<file path="src/rtl/strap_decoder.sv">
module strap_decoder #(
  parameter int N_PINS = 4,
  parameter int CLK_HZ = 100_000_000,
  parameter int ID_W   = (2 * N_PINS > $clog2(3 ** N_PINS)) ? 2 * N_PINS : $clog2(3 ** N_PINS)
) (
  input  logic              clk,
  input  logic              rst_n,
  input  logic              start,
  input  logic              tern_mode,
  input  logic [N_PINS-1:0] pin_in,
  output logic [N_PINS-1:0] pu_en,
  output logic [N_PINS-1:0] pd_en,
  output logic [ID_W-1:0]   id_out,
  output logic              done
);
  localparam int SYNC   = 2;
  localparam int SETTLE = CLK_HZ / 100_000 + SYNC;
  localparam int CW     = $clog2(SETTLE + 1);

  typedef enum logic [1:0] {IDLE, UP, GAP, DOWN} st_t;
  st_t st;

  logic [N_PINS-1:0] s1, s2, up_smp;
  logic [CW-1:0]     cnt;
  logic [ID_W-1:0]   fold;
  wire               settled = (cnt == CW'(SETTLE - 1));

  assign pu_en = (st == UP)   ? '1 : '0;
  assign pd_en = (st == DOWN) ? '1 : '0;

  always_ff @(posedge clk) begin
    if (!rst_n) begin
      s1 <= '0;
      s2 <= '0;
    end else begin
      s1 <= pin_in;
      s2 <= s1;
    end
  end

  always_comb begin
    fold = '0;
    for (int i = 0; i < N_PINS; i++) begin
      if (tern_mode) fold = fold * ID_W'(3);
      else           fold = fold << 2;
      fold = fold + ID_W'({up_smp[i] ^ s2[i], s2[i]});
    end
  end

  always_ff @(posedge clk) begin
    if (!rst_n) begin
      st     <= IDLE;
      cnt    <= '0;
      up_smp <= '0;
      id_out <= '0;
      done   <= 1'b0;
    end else begin
      done <= 1'b0;
      case (st)
        IDLE: if (start) begin
          st  <= UP;
          cnt <= '0;
        end
        UP: if (settled) begin
          up_smp <= s2;
          st     <= GAP;
        end else cnt <= cnt + 1'b1;
        GAP: begin
          cnt <= '0;
          st  <= DOWN;
        end
        DOWN: if (settled) begin
          id_out <= fold;
          done   <= 1'b1;
          st     <= IDLE;
        end else cnt <= cnt + 1'b1;
        default: st <= IDLE;
      endcase
    end
  end

  a_r3_no_both_pulls: assert property (@(posedge clk) disable iff (!rst_n)
    (pu_en & pd_en) == '0);
  a_r3_gap_after_up: assert property (@(posedge clk) disable iff (!rst_n)
    $fell(pu_en[0]) |-> pd_en == '0);
  a_r8_done_single: assert property (@(posedge clk) disable iff (!rst_n)
    done |=> !done);
  a_r8_id_holds: assert property (@(posedge clk) disable iff (!rst_n)
    !done |-> $stable(id_out));
  a_r10_pulls_off_at_done: assert property (@(posedge clk) disable iff (!rst_n)
    done |-> (pu_en == '0 && pd_en == '0));
  a_r9_busy_continues: assert property (@(posedge clk) disable iff (!rst_n)
    (st == UP && !settled) |=> st == UP);
endmodule

</file>
<file path="config.mk">
export PLATFORM = sky130hd
export DESIGN_NAME = strap_decoder
export DESIGN_NICKNAME = d
export VERILOG_FILES = /design/src/rtl/strap_decoder.sv
export SDC_FILE = /design/constraint.sdc
export NUM_CORES = 1
export LEC_CHECK = 0
export BUFFER_PORTS_ARGS = -buffer_cell sky130_fd_sc_hd__buf_4
export CORE_MARGIN = 1
export CORE_UTILIZATION = 45
export CTS_BUF_LIST = sky130_fd_sc_hd__clkbuf_2 sky130_fd_sc_hd__clkbuf_4 sky130_fd_sc_hd__clkbuf_8
export DETAILED_ROUTE_END_ITERATION = 10
export GPL_TIMING_DRIVEN = 1
export PLACE_DENSITY = 0.64
export SETUP_SLACK_MARGIN = 0.15
export SYNTH_ARGS = -nofsm -noshare
export SYNTH_HDL_FRONTEND = slang
export SYNTH_SLANG_ARGS = --single-unit
</file>
<file path="constraint.sdc">
create_clock -name clk -period 17.9 [get_ports clk]
set_clock_uncertainty 0.1 [all_clocks]
set_input_delay 3.58 -clock clk [delete_from_list [all_inputs] [get_ports clk]]
set_output_delay 3.58 -clock clk [all_outputs]
set_load 0.01 [all_outputs]
</file>
==> results.md <==
* Share of cells above drive strength 1 at 11.0%
* PwrDens at 73.3 nW/um2
* Die Wd at 78.1 um
* CTS resizes at 0
* Rows at 27
* Total core area at 5540 um2
* Mapped cell area at 2600 um2
* Chip Height at 78.1 um
* Outcome: finished, final reports clean
* Hold Violations, Final at 0
* WP buf/inv at 2
* Initial antenna violation count at 0
* Initial Util at 47.0%
* Full die area at 6100 um2
* Minimum hold slack at 0.328 ns
* Crit share post-route at 47.1%
* Least-Margin Pin Slew at 0.703 ns
* Crit-path leading delay family: adder cells
* Max Root-Sink Buffers at 2
* Router iterations before antenna repair at 4
* Tmin final at 8.43 ns
* Diodes inserted at 0
* Maximum vdd drop at 0.0432 mV
* Placed cell count at 391
* Max-capacitance violation count at 0
* Root Buffer: clkbuf_8
* Hold Path Class: register to register
* Hpwl dp at 3810 um
* Fmax at 0.119 GHz
* Max incr delay on CP at 0.53 ns
* Drt first-iter violations at 62
* First-pass GRT wire length at 8490 um
* Post-synthesis cell type count at 50
* Synth Area per Inst at 8.43 um2
* Port bufs at 24
* Max Slew Vio Count at 0
* Clock Latency Late Sink at 0.28 ns
* Commonest non-fill, non-tap cell in the layout: nor2_1
* DR vias at 2061
* RSZ-0062 raised after global routing: false
* Post-synth EDFFs at 0
* Hold buffers post-CTS at 0
* Syn Nets at 348
* Seq/Total Area, Yosys at 25.4%
* H-Tree Depth at 2
* Synth Warn # at 0
* Synth Instances at 309
* Post-Route Setup TNS at 0 ns
* Final wirelength at 4770 um
* Grt ovf at 0
* Worst-path fanout max at 28
* Finished Layout Cells at 399
* Residual DRC at 0
* Critical setup path kind: input port to register
* Layout fillers at 530
* Cts bufs inserted at 5
* Req. time, crit path at 17.97 ns
* IO Count at 25
* GP Congestion at 0.852
* Clock sinks at 33
* Top FF cell, synth: dfxtp_1
* Largest net degree at the start of global routing at 29
* Most frequent cells in the layout: 39 x nor2_1, 33 x dfxtp_1, 26 x ha_1, 24 x buf_4, 23 x nand2_1
* Setup crit end kind: register
* Remaining antenna violation count at 0
* Average routed wire per standard cell at 12.0 um
* Clock-pin slew on the worst setup and hold paths at 0.07 ns
* Final net count at 365
* Gr usage total at 17.0%
* Synthesis-stage register bit count at 33
* Crit path top cell by count: ha_1
* Setup-failing EPs final at 0
* Static Leak at 1.27 nW
* Worst setup SP type: input port
* CP max-delay cell: fa_1
* Crit path DAT at 8.50 ns
* CTS tree: built
* Slew headroom at 52.8%
* Crit-path cells: buf_4 > inv_1 > nor2_1 > ha_1 > fa_1 > ha_1 > nand2_1 > fa_1 > or2_2 > nor2_1 > xor2_1 > ha_1 > and2_1 > a221o_1 > a2111oi_4 > o211ai_1 > a211o_1 > o211a_1
* DR vias/cell at 5.17
* Vias in the first global route at 1921
* Layout area overhead at 10.8%
* Ys async rst share at 0%
* Post-CTS Setup Bufs at 0
==> cell families (layout without fill, tap and decap cells) <==
group | count (synthesis) | count (layout) | share of synthesized area, %
AO/OA/AOI/OAI | 61 | 61 | 16.3
XOR/XNOR | 29 | 29 | 9.75
adder cells (fa/ha/maj) | 31 | 31 | 16.3
buffers and inverters | 28 | 46 | 5.33
flip-flops | 33 | 33 | 25.4
multiplexers | 14 | 14 | 5.86
AND/OR/NAND/NOR | 113 | 113 | 21.0
==> area by class of cell <==
cell class                      count  area, um2  share of cell area, %
Sequential cell                    33        661                   22.9
Clock inverter                      2       13.8                  0.477
Timing Repair Buffer               24        180                   6.24
Inverter                           14       52.6                   1.82
Tap cell                           72       90.1                   3.12
Multi-Input combinational cell    248       1810                   62.6
Clock buffer                        6       82.6                   2.86
==> path summary, 6_finish.rpt <==
check             slack [ns]         to  depth (start not counted)  startpoint
setup / recovery        9.47  id_out[7]                         18   tern_mode
hold / removal          0.33      s2[3]                          1       s1[3]
setup reg to reg       12.36  id_out[7]                         21       s2[0]
hold reg to reg         0.33      s2[3]                          1       s1[3]
==> through the flow <==
step                util (%)  cell area, um2  setup WS [ns]  power [mW]
finish                  52.1            2890           9.47       0.211
global route            52.1            2890           9.01       0.228
CTS                     52.1            2890           9.47       0.214
detailed placement      50.3            2790           9.18       0.156
global placement        50.3            2790           9.18       0.154
floorplan                  -            2610           9.64       0.140
==> Yosys cell counts (2+ instances only) <==
| master | number | area [um2] |
|---|---|---|
| nor2_1 | 39 | 146 |
| dfxtp_1 | 33 | 661 |
| ha_1 | 26 | 325 |
| nand2_1 | 23 | 86.3 |
| a21oi_1 | 21 | 105 |
| xor2_1 | 15 | 131 |
| inv_1 | 14 | 52.6 |
| xnor2_1 | 14 | 123 |
| and2_1 | 13 | 81.3 |
| mux2i_1 | 13 | 130 |
| nand3_1 | 11 | 55.1 |
| o21ai_0 | 9 | 45.0 |
| a211o_1 | 6 | 52.6 |
| buf_4 | 6 | 45.0 |
| a21o_1 | 5 | 37.5 |
| and3_1 | 5 | 31.3 |
| fa_1 | 5 | 100 |
| a211oi_1 | 4 | 30.0 |
| clkbuf_1 | 4 | 15.0 |
| nand2b_1 | 4 | 25.0 |
| buf_2 | 3 | 15.0 |
| nor3_1 | 3 | 15.0 |
| o211ai_1 | 3 | 22.5 |
| or3_1 | 3 | 18.8 |
| nand4_1 | 2 | 12.5 |
==> sequential cells by signal, summed over array words and instances, names as in the netlist <==
name and count:
st 2, done 1, cnt 10, s2 4, id_out 8, up_smp 4, s1 4
==> routing by layer <==
| layer | track usage, % | share of wire [%] |
|---|---|---|
| met5 | 0 | 0 |
| met4 | 2.78 | 0.21 |
| met3 | 3.49 | 4.0 |
| met2 | 28.9 | 45 |
| met1 | 22.4 | 50 |
==> power breakdown <==
part | switching, mW | total (mW) | internal [mW]
Sequential | 0.00364 | 0.0808 | 0.0771
Clock | 0.0266 | 0.0577 | 0.0311
Combinational | 0.0419 | 0.0729 | 0.0310
Note: power is estimated with default switching activity, not from simulation.
